**src/rtl/gf4k_pkg.sv**
```systemverilog
package gf4k_pkg;
  localparam int HALF_W   = 6;
  localparam int SYM_W    = 2 * HALF_W;
  localparam logic [HALF_W-1:0] BASE_POLY_LOW = 6'h03;
  localparam logic [HALF_W-1:0] EXT_TWIST     = 6'h21;
  localparam logic [SYM_W-1:0]  STEP_CONST    = 12'hE01;
  typedef logic [SYM_W-1:0] sym_t;
endpackage

```
**src/rtl/gf_base_mul.sv**
```systemverilog
module gf_base_mul #(
  parameter int W = 6,
  parameter logic [W-1:0] POLY_LOW = 6'h03
) (
  input  logic [W-1:0] a,
  input  logic [W-1:0] b,
  output logic [W-1:0] p
);
  always_comb begin
    logic [W-1:0] acc;
    logic [W-1:0] sh;
    acc = '0;
    sh  = b;
    for (int i = 0; i < W; i++) begin
      if (a[i]) acc = acc ^ sh;
      sh = sh[W-1] ? ({sh[W-2:0], 1'b0} ^ POLY_LOW) : {sh[W-2:0], 1'b0};
    end
    p = acc;
  end
endmodule

```
**src/rtl/gf_tower_mul.sv**
```systemverilog
module gf_tower_mul
  import gf4k_pkg::*;
#(
  parameter int HW = HALF_W,
  parameter logic [HW-1:0] POLY_LOW = BASE_POLY_LOW,
  parameter logic [HW-1:0] TWIST = EXT_TWIST,
  localparam int SW = 2 * HW
) (
  input  logic [SW-1:0] x,
  input  logic [SW-1:0] y,
  output logic [SW-1:0] z
);
  logic [HW-1:0] xh, xl, yh, yl;
  logic [HW-1:0] p_sum, p_low, p_high, p_tw;

  assign xh = x[SW-1:HW];
  assign xl = x[HW-1:0];
  assign yh = y[SW-1:HW];
  assign yl = y[HW-1:0];

  gf_base_mul #(.W(HW), .POLY_LOW(POLY_LOW)) u_sum  (.a(xh ^ xl), .b(yh ^ yl), .p(p_sum));
  gf_base_mul #(.W(HW), .POLY_LOW(POLY_LOW)) u_low  (.a(xl),      .b(yl),      .p(p_low));
  gf_base_mul #(.W(HW), .POLY_LOW(POLY_LOW)) u_high (.a(xh),      .b(yh),      .p(p_high));
  gf_base_mul #(.W(HW), .POLY_LOW(POLY_LOW)) u_tw   (.a(p_high),  .b(TWIST),   .p(p_tw));

  assign z = {p_sum ^ p_low, p_tw ^ p_low};
endmodule

```
**src/rtl/gf_out_stage.sv**
```systemverilog
module gf_out_stage #(
  parameter int W = 12,
  parameter bit PIPE = 1'b1
) (
  input  logic         clk,
  input  logic         rst_n,
  input  logic         s_valid,
  output logic         s_ready,
  input  logic [W-1:0] s_data,
  output logic         m_valid,
  input  logic         m_ready,
  output logic [W-1:0] m_data
);
  generate
    if (PIPE) begin : g_reg
      logic         vld_q;
      logic [W-1:0] dat_q;
      assign s_ready = !vld_q || m_ready;
      always_ff @(posedge clk or negedge rst_n) begin
        if (!rst_n) begin
          vld_q <= 1'b0;
          dat_q <= '0;
        end else if (s_ready) begin
          vld_q <= s_valid;
          if (s_valid) dat_q <= s_data;
        end
      end
      assign m_valid = vld_q;
      assign m_data  = dat_q;
    end else begin : g_wire
      assign s_ready = m_ready;
      assign m_valid = s_valid;
      assign m_data  = s_data;
    end
  endgenerate
endmodule

```
**src/rtl/tower_gf4k_mul.sv**
```systemverilog
module tower_gf4k_mul
  import gf4k_pkg::*;
#(
  parameter bit PIPE = 1'b1,
  parameter logic [SYM_W-1:0] STEP_K = STEP_CONST
) (
  input  logic             clk,
  input  logic             rst_n,
  input  logic             in_valid,
  output logic             in_ready,
  input  logic [SYM_W-1:0] in_a,
  input  logic [SYM_W-1:0] in_b,
  input  logic             in_step,
  output logic             out_valid,
  input  logic             out_ready,
  output logic [SYM_W-1:0] out_data
);
  localparam logic [SYM_W-1:0] ONE = SYM_W'(1);

  logic [SYM_W-1:0] opnd_b, prod, result;

  assign opnd_b = in_step ? STEP_K : in_b;

  gf_tower_mul #(.HW(HALF_W), .POLY_LOW(BASE_POLY_LOW), .TWIST(EXT_TWIST)) u_core (
    .x(in_a), .y(opnd_b), .z(prod)
  );

  assign result = (in_step && in_a == '0) ? ONE : prod;

  gf_out_stage #(.W(SYM_W), .PIPE(PIPE)) u_out (
    .clk(clk), .rst_n(rst_n),
    .s_valid(in_valid), .s_ready(in_ready), .s_data(result),
    .m_valid(out_valid), .m_ready(out_ready), .m_data(out_data)
  );
endmodule

```
**config.mk**
```make
export PLATFORM = sky130hd
export DESIGN_NAME = tower_gf4k_mul
export DESIGN_NICKNAME = d
export VERILOG_FILES = /design/src/rtl/gf4k_pkg.sv /design/src/rtl/gf_base_mul.sv /design/src/rtl/gf_tower_mul.sv /design/src/rtl/gf_out_stage.sv /design/src/rtl/tower_gf4k_mul.sv
export SDC_FILE = /design/constraint.sdc
export NUM_CORES = 1
export LEC_CHECK = 0
export BUFFER_PORTS_ARGS = -buffer_cell sky130_fd_sc_hd__buf_2
export CAP_MARGIN = 25
export CORE_MARGIN = 4
export CORE_UTILIZATION = 45
export CTS_BUF_LIST = sky130_fd_sc_hd__clkbuf_4
export CTS_CLUSTER_DIAMETER = 40
export DETAILED_ROUTE_END_ITERATION = 12
export GPL_TIMING_DRIVEN = 0
export RECOVER_POWER = 50
export SLEW_MARGIN = 20
export SYNTH_ARGS = -nofsm -noshare
export SYNTH_HDL_FRONTEND = slang
export SYNTH_HIERARCHICAL = 1
export SYNTH_SLANG_ARGS = --single-unit
```
**constraint.sdc**
```tcl
create_clock -name clk -period 1.43 [get_ports clk]
set_input_delay 0.143 -clock clk [delete_from_list [all_inputs] [get_ports clk]]
set_output_delay 0.143 -clock clk [all_outputs]
set_load 0.005 [all_outputs]
```
Word-level counts from Yosys, hierarchy flattened
Index checks and enable logic that the tools add are counted.

word-level totals
  input port bits = 29
  output and inout port bits = 14
  flip-flop bits (word level) = 13
  word-level logic and storage cells = 87

cells by class
  bitwise logic cells = 39
  mux-type cells = 41
  reduce and logical (&&, ||, !) cells = 5

operators with widths
  operator             number
  6-bit 2-to-1 mux     19
  6-bit bitwise XOR    19
  2-bit 2-to-1 mux     16
  2-bit inverter       15
  12-bit 2-to-1 mux    2
  12-bit logical NOT   1
  5-bit 2-to-1 mux     1
  1-bit inverter       5
  4-bit 2-to-1 mux     1
  3-bit 2-to-1 mux     1
  2-bit AND reduction  1
  1-bit logical AND    1
  1-bit logical NOT    1
  1-bit logical OR     1
  1-bit 2-to-1 mux     1

Depth between registers and ports, before layout
Gate-level depths: netlist (run 1).

  depth after elaboration = 22
  depth in mapped cells = 17
  mapped depth without buffers = 15

Cells and area by module
Netlist (run 1), hierarchy kept.

modules (own cells, without submodules)
  module          area each (µm²)  times used  cells each
  gf_base_mul     549.3            4           82
  gf_out_stage    550.5            1           29
  tower_gf4k_mul  320.3            1           44
  gf_tower_mul    217.7            1           26

Least setup slack after synthesis (run 1)
OpenSTA, ideal clock, no wires.

  path type = input to register
  from = input port in_step
  to = register u_out.g_reg.dat_q[0], in the netlist u_out/m_data[0]
  data arrival time = 2.942 ns
  stages on the path = 15
  slack = -1.637 ns
  data required time = 1.305 ns
  buffers on the path = 2
  setup time = 0.125 ns
  cells stage by stage = clkbuf_1 -> or2_2 -> buf_6 -> xor2_2 -> or2_0 -> a31oi_1 -> xnor2_1 -> xnor2_1 -> nand2_1 -> xor2_1 -> xnor2_1 -> xnor2_1 -> xor2_1 -> a41o_2 -> mux2_4

on the way
  elaborated cells on any way between the ends = 48
  classes of those cells = mux (30); bitwise (17); reduce/logical (1)

RTL lines
  item                                                         RTL line                              text
  from (decl)                                                  tower_gf4k_mul.sv:13                  input logic in_step,
  12-bit 2-to-1 mux *                                          tower_gf4k_mul.sv:22                  assign opnd_b = in_step ? STEP_K : in_b;
  net opnd_b[11]                                               tower_gf4k_mul.sv:20                  logic [SYM_W-1:0] opnd_b, prod, result;
  2-bit 2-to-1 mux *                                           gf_base_mul.sv:16                     sh = sh[W-1] ? ({sh[W-2:0], 1'b0} ^ POLY_LOW) : {sh[W-2:0], 1'b0};
  6-bit bitwise XOR / 2-bit inverter (equally long branches)   -
  6-bit 2-to-1 mux / 2-bit 2-to-1 mux (equally long branches)  gf_base_mul.sv:15, gf_base_mul.sv:16
  6-bit bitwise XOR                                            gf_base_mul.sv:15                     if (a[i]) acc = acc ^ sh;
  6-bit 2-to-1 mux *                                           gf_base_mul.sv:15
  6-bit bitwise XOR                                            gf_base_mul.sv:15
  (+5 left out)                                                -
  net u_core.p_high[1]                                         gf_tower_mul.sv:14                    logic [HW-1:0] p_sum, p_low, p_high, p_tw;
  (+2 left out)                                                -
  3-bit 2-to-1 mux *                                           gf_base_mul.sv:15
  4-bit 2-to-1 mux *                                           gf_base_mul.sv:15
  5-bit 2-to-1 mux *                                           gf_base_mul.sv:15
  net u_core.p_tw[0]                                           gf_tower_mul.sv:14
  6-bit bitwise XOR *                                          gf_tower_mul.sv:26                    assign z = {p_sum ^ p_low, p_tw ^ p_low};
  net prod[0]                                                  tower_gf4k_mul.sv:20
  12-bit 2-to-1 mux *                                          tower_gf4k_mul.sv:28                  assign result = (in_step && in_a == '0) ? ONE : prod;
  net result[0]                                                tower_gf4k_mul.sv:20
  to (signal assigned)                                         gf_out_stage.sv:25                    if (s_valid) dat_q <= s_data;
  to (decl)                                                    gf_out_stage.sv:17                    logic [W-1:0] dat_q;

Mark *: on every way through the listed nets, which the timed path passes. The rest lies on a longest branch.
A chain may end at the register's enable or synchronous reset.

Worst setup path in the final report (run 1)
  from = input port in_step
  to = register u_out.g_reg.dat_q[0], in the netlist u_out/m_data[0]

on the way
  elaborated cells on any way between the ends = 48
  classes of those cells = mux (30); bitwise (17); reduce/logical (1)

RTL lines
  item                                                         RTL line
  12-bit 2-to-1 mux *                                          tower_gf4k_mul.sv:22
  net opnd_b[10]                                               tower_gf4k_mul.sv:20
  2-bit 2-to-1 mux *                                           gf_base_mul.sv:16
  6-bit bitwise XOR / 2-bit inverter (equally long branches)   -
  6-bit 2-to-1 mux / 2-bit 2-to-1 mux (equally long branches)  gf_base_mul.sv:15, gf_base_mul.sv:16
  6-bit bitwise XOR                                            gf_base_mul.sv:15
  6-bit 2-to-1 mux *                                           gf_base_mul.sv:15
  6-bit bitwise XOR                                            gf_base_mul.sv:15
  (+3 left out)                                                -
  net u_core.p_high[1]                                         gf_tower_mul.sv:14
  (+2 left out)                                                -
  3-bit 2-to-1 mux *                                           gf_base_mul.sv:15
  4-bit 2-to-1 mux *                                           gf_base_mul.sv:15
  5-bit 2-to-1 mux *                                           gf_base_mul.sv:15
  net u_core.p_tw[0]                                           gf_tower_mul.sv:14
  6-bit bitwise XOR *                                          gf_tower_mul.sv:26
  net prod[0]                                                  tower_gf4k_mul.sv:20
  12-bit 2-to-1 mux *                                          tower_gf4k_mul.sv:28
  net result[0]                                                tower_gf4k_mul.sv:20

Marked as above.

==> flow_metrics.py, run 1 <==
metrics = {
    "outcome": {
        "outcome": "finished, violations left",
        "violations": "negative setup slack",
    },
    "sta": {
        "grt_setup_unrepaired": "true",
        "min_period_ps": 2750,
        "finalMaxSlewViolations": 0,
        "fin_hold_ws_ps": 96.2,
        "tightestPinTransition_ps": 700,
        "hold_viol": 0,
        "setup_viol": 12,
        "finalClockSkew_ps": 8.32,
        "relSlewSlack": 0.532,
        "finalWorstSetupSlack_ps": -1320,
        "timing.final.crit_share": 1.92,
        "fmax_ghz": 0.364,
    },
    "die": {
        "die-area_um2": 8730,
        "die_w_um": 93.5,
        "die_y_um": 93.5,
        "row_count": 30,
        "ios": 43,
        "core_um2": 6940,
        "start_util": 0.473,
    },
    "global_route": {
        "grt_util_all_layers": 0.197,
        "grt_antenna_before_repair": 0,
        "grt_max_degree": 14,
        "grt-ovfl-total": 0,
        "grt_pass1_wl_mm": 14.2,
        "grt_pass1_vias": 2953,
    },
    "setup_path": {
        "crit_chain": "buf_8 -> clkbuf_16 -> or2_4 -> buf_6 -> xor2_4 -> or2_0 -> a31oi_1 -> xnor2_1 -> xnor2_2 -> nand2_1 -> xor2_1 -> xnor2_1 -> xnor2_1 -> xor2_1 -> a41o_2 -> mux2_4",
        "slowest_delay_ps": 260,
        "critPathTopFamily": "XOR/XNOR gates",
        "r2r-start": "u_out/m_valid",
        "cp-start-kind": "primary input",
        "crit_type": "in2reg",
        "cp-end-kind": "register",
        "critical_path_arrival_ps": 2910,
        "crit_required_ps": 1590,
        "timing.critical_path.from": "in_step",
        "cp_max_fo": 8,
        "cpMostUsedCell": "xnor2_1",
        "cp_slowest_cell": "mux2_4",
        "cp_num_buf_inv": 3,
    },
    "yosys": {
        "ys_async_sr_fraction": 1.00,
        "synth_cell_type_count": 33,
        "postSynthAreaPerCell_um2": 7.69,
        "synth.area.top_cells": "xnor2_1 23%, xor2_1 15%, nand2_1 11%",
        "yosysTopAreaCell": "xnor2_1",
        "ys_ff_latch": 13,
        "synth_edf_count": 0,
        "netlist_area_um2": 3290,
        "syn_inst": 427,
        "ys.flop_type": "dfrtp_1",
        "ys_seq_area_frac": 0.0990,
        "synth_top_area_frac": 0.235,
        "yosysWarningCount": 6,
    },
    "detailed_routing": {
        "drtAntennaViolNets": 0,
        "routed_wl_mm": 8.72,
        "drc": 0,
        "drt_first_iter_violations": 117,
        "vias": 3043,
        "dr.pass1.iters": 4,
        "routedWlPerCell_um": 14.0,
        "vias_per_cell": 4.88,
    },
    "cells_and_area": {
        "design_area_um2": 4530,
        "final_common_cell": "nand2_1",
        "antenna_cells": 0,
        "num-fill-cells": 615,
        "drive_above_1_share": 0.369,
        "nets": 558,
        "final_cell_mix": "93 x nand2_1, 70 x xnor2_1, 49 x xor2_1, 46 x buf_2, 34 x buf_4",
        "synthToLayoutAreaGrowth_pct": 38.0,
    },
    "power_and_ir_drop": {
        "p_leak_nw": 2.04,
        "power_density_nw_per_um2": 1170,
        "irDropWorstVdd_mv": 0.451,
    },
    "worst_hold_path": {
        "worstHoldStart": "in_valid",
        "hold_class": "in2reg",
    },
    "place": {
        "placed_cell_area_um2": 3760,
        "dpl.hpwl_mm": 6.07,
        "globalplace.congestion": 0.862,
        "io_buffers": 42,
    },
    "clock_tree": {
        "cts_buffers": 3,
        "clock_latency_ps": 270,
        "cts_buffer_depth": 2,
        "clk_pin_slew_worst_paths_ps": 80,
        "cts_sinks": 13,
        "cts_tree": "done",
        "cts_max_level": 1,
        "root_buffer": "clkbuf_4",
    },
    "flow_run": {
        "cap_viol_max_count": 0,
    },
}
[logic make-up (layout without fill, tap and decap cells)]
family	count (synthesis)	after routing	share of synthesized area
buf+inv	37	124	0.0697
flops	13	13	0.0990
xor+xnor	148	148	0.404
mux	24	24	0.0922
compound gates	52	52	0.110
other cells	2	16	0.00229
simple gates	151	151	0.223
[sequential cells by signal, indices dropped and copies added, names as in the netlist]
register / count
u_out/m_valid: 1
u_out/m_data: 12
[routing by layer]
| layer | vias up | wire length, µm | global-route usage |
|---|---|---|---|
| met5 | - | 0 | 0 |
| met4 | 0 | 138 | 0.0452 |
| met3 | 12 | 341 | 0.0185 |
| met2 | 73 | 4240 | 0.336 |
| met1 | 1401 | 4000 | 0.268 |
| li1 | 1557 | - | - |
[Yosys cell counts, drive strengths merged, types with 4 or more instances]
cell	n
nor2b	16
a41oi	11
nor2	9
dfrtp	13
a21oi	8
mux2	20
buf	20
xor2	60
inv	11
or2	8
mux2i	4
nand2b	9
o21ai	8
and3b	4
nand2	101
a22oi	16
a21o	4
clkbuf	6
xnor2	88
a31oi	4
[per-stage QoR]
step / worst slack, ps / power (mW) / cells / setup TNS [ps] / util
6_report: -1320 / 5.32 / 624 / -12570 / 0.653
3_5_place_dp: -2010 / 4.24 / 579 / -19440 / 0.541
4_1_cts: -1300 / 5.07 / 618 / -12660 / 0.628
3_3_place_gp: -1980 / 4.20 / 579 / -18860 / 0.541
2_1_floorplan: -1360 / 3.52 / 441 / -11670 / -
5_1_grt: -1420 / 5.73 / 624 / -13910 / 0.653
[power by group]
| part | total (mW) | switching (mW) | internal, mW | leakage [nW] |
|---|---|---|---|---|
| clock | 0.238 | 0.111 | 0.127 | 0.0184 |
| sequential | 0.643 | 0.0897 | 0.553 | 0.151 |
| combinational | 4.44 | 2.03 | 2.41 | 1.87 |
| total | 5.32 | 2.23 | 3.09 | 2.04 |
[timing repair]
| action | in CTS | in global routing |
|---|---|---|
| gates resized for setup | 58 | 24 |
| endpoints found under the hold margin | 13 | 0 |
| setup buffers | 34 | 8 |
| setup endpoints to repair | 12 | 12 |
| hold buffers | 1 | 0 |
| pin swaps | 30 | 27 |
[final timing paths]
kind,endpoint,slack (ps),cells past startpoint
min in group asynchronous,u_out/m_valid,420,2
worst min register to register,u_out/m_data[5],510,1
max in group asynchronous,u_out/m_data[3],570,2
worst max register to register,u_out/m_data[4],240,4
worst max-delay path,u_out/m_data[0],-1320,16
worst min-delay path,u_out/m_valid,100,2
[cell type report]
cell class	instances	area (µm²)	area share
multi-input combinational	391	3200	0.705
tap	96	120	0.0265
sequential	13	325	0.0717
inverter	11	41.3	0.00911
clock buffer	4	30.0	0.00662
buffer	26	229	0.0505
timing repair buffer	83	592	0.131
Power figures use the tool's default switching activity.
==> run 2: changes to the inputs <==
==> constraint.sdc (replaced) <==
create_clock -name clk -period 2.8 [get_ports clk]
set_input_delay 0.28 -clock clk [delete_from_list [all_inputs] [get_ports clk]]
set_output_delay 0.28 -clock clk [all_outputs]
set_load 0.005 [all_outputs]
==> run 2 against run 1 <==
Effect of this change:
- the flow still finishes with violations (negative setup slack)
- die area unchanged
- sequential power shrank 49%
- setup slack gained 1300 ps
- wire length fell by 11%
- sequential share of layout area rose by 1.0 points
- core utilization fell by 8.1 points
- cell count down 4.3%
- clock skew fell by 3.6 ps
- largest power group unchanged
- critical path type unchanged
- global-route usage is 1.8 points lower
- via count shrank 4.4%
==> flow_metrics.py, run 2 (same netlist as run 1, synthesis figures left out) <==
metrics = {
    "place": {
        "placed_cell_area_um2": 3720,
        "globalplace.congestion": 0.817,
        "placed_cells": 579,
        "io_buffers": 42,
        "dpl.hpwl_mm": 6.06,
    },
    "cells_and_area": {
        "drive_above_1_share": 0.257,
        "final_common_cell": "nand2_1",
        "final_cell_mix": "100 x nand2_1, 82 x xnor2_1, 54 x xor2_1, 46 x buf_2, 20 x buf_4",
        "nets": 531,
        "post-route-util": 0.572,
        "design_area_um2": 3970,
        "num-fill-cells": 657,
        "final_cells": 597,
        "largest_register_ffs": 12,
        "antenna_cells": 0,
        "synthToLayoutAreaGrowth_pct": 20.8,
    },
    "sta": {
        "finalMaxSlewViolations": 0,
        "finalWorstSetupSlack_ps": -15.6,
        "setup_viol": 1,
        "finalClockSkew_ps": 4.75,
        "relSlewSlack": 0.561,
        "tightestPinTransition_ps": 659,
        "timing.final.crit_share": 1.01,
        "hold_viol": 0,
        "grt_setup_unrepaired": "true",
        "fmax_ghz": 0.355,
        "min_period_ps": 2820,
    },
    "die": {
        "die_w_um": 93.5,
        "row_count": 30,
        "start_util": 0.473,
        "ios": 43,
        "die-area_um2": 8730,
        "core_um2": 6940,
        "die_y_um": 93.5,
    },
    "global_route": {
        "grt_pass1_vias": 2605,
        "grt_util_all_layers": 0.179,
        "grt-ovfl-total": 0,
        "grt_pass1_wl_mm": 12.9,
        "grt_max_degree": 14,
        "grt_antenna_before_repair": 0,
    },
    "power_and_ir_drop": {
        "power_density_nw_per_um2": 588,
        "irDropWorstVdd_mv": 0.193,
        "p_total_mw": 2.34,
        "p_leak_nw": 1.76,
    },
    "detailed_routing": {
        "drc": 0,
        "routedWlPerCell_um": 13.0,
        "dr.pass1.iters": 4,
        "drt_first_iter_violations": 125,
        "vias": 2910,
        "drtAntennaViolNets": 0,
        "vias_per_cell": 4.87,
        "routed_wl_mm": 7.75,
    },
    "setup_path": {
        "crit_type": "in2reg",
        "cp_max_fo": 7,
        "cp-start-kind": "primary input",
        "crit_required_ps": 2950,
        "timing.critical_path.from": "in_step",
        "r2r-start": "u_out/m_valid",
        "critical_path_arrival_ps": 2970,
        "cp-end-kind": "register",
    },
    "clock_tree": {
        "clk_pin_slew_worst_paths_ps": 80,
        "cts_tree": "done",
        "clock_latency_ps": 260,
        "cts_buffers": 3,
        "cts_max_level": 1,
        "cts_sinks": 13,
        "cts_buffer_depth": 2,
        "root_buffer": "clkbuf_4",
    },
    "outcome": {
        "outcome": "finished, violations left",
        "violations": "negative setup slack",
    },
    "worst_hold_path": {
        "worstHoldStart": "in_valid",
        "hold_class": "in2reg",
    },
    "flow_run": {
        "cap_viol_max_count": 0,
    },
}
## run 2: worst paths after layout
check | endpoint | slack, ps | cells past startpoint
worst max-delay path | u_out/m_data[0] | -20 | 15
worst min-delay path | u_out/m_valid | 250 | 2
worst max register to register | u_out/m_data[5] | 1680 | 4
worst min register to register | u_out/m_data[4] | 510 | 1
max in group asynchronous | u_out/m_data[3] | 1830 | 2
min in group asynchronous | u_out/m_valid | 550 | 2
## run 2: critical path: stages
cell and delay [ps]:
buf_8 110, buf_8 120, or2_4 300, xor2_4 210, or2_0 220, a31oi_1 170
xnor2_1 190, xnor2_2 160, nand2_1 90, xor2_1 160, xnor2_1 150, xnor2_1 200
xor2_1 100, a41o_2 250, mux2_4 260
## run 2: per-layer routing
layer | GRT usage | part of all wire | vias to the layer above
met5 | 0 | 0 | -
met4 | 0.0256 | 0.0040 | 0
met3 | 0.00965 | 0.035 | 2
met2 | 0.304 | 0.48 | 61
met1 | 0.253 | 0.48 | 1339
li1 | - | - | 1508
## run 2: what timing repair did
item / CTS / global route
pin swaps: 14 / 14
buffers inserted: 9 / 6
endpoints found under the hold margin: 13 / 0
cloned: 0 / 1
gates resized for setup: 8 / 18
endpoints found under the setup margin: 9 / 8
hold buffers: 1 / 0
## run 2: area by class of cell
cell class,count,area [µm²],share of cell area
inverters,11,41.3,0.0104
plain buffers,23,181,0.0457
clock buffers,4,30.0,0.00757
well taps,96,120,0.0303
repair buffers,59,367,0.0924
multi-input cells,391,2900,0.732
flip-flops and latches,13,325,0.0820
## run 2: power breakdown
group | internal [mW] | total, mW | switching [mW]
combinational | 1.00 | 1.89 | 0.886
sequential | 0.283 | 0.328 | 0.0455
clock | 0.0647 | 0.118 | 0.0534
## run 2: metrics by stage
stage          setup WS, ps  hold slack (ps)  setup TNS [ps]
5_1_grt                -115              228            -120
4_1_cts                -117              240            -117
2_1_floorplan          -164            -15.6            -164
3_3_place_gp           -802              177           -4800
6_report              -15.6              246           -15.6
3_5_place_dp           -802              178           -4710
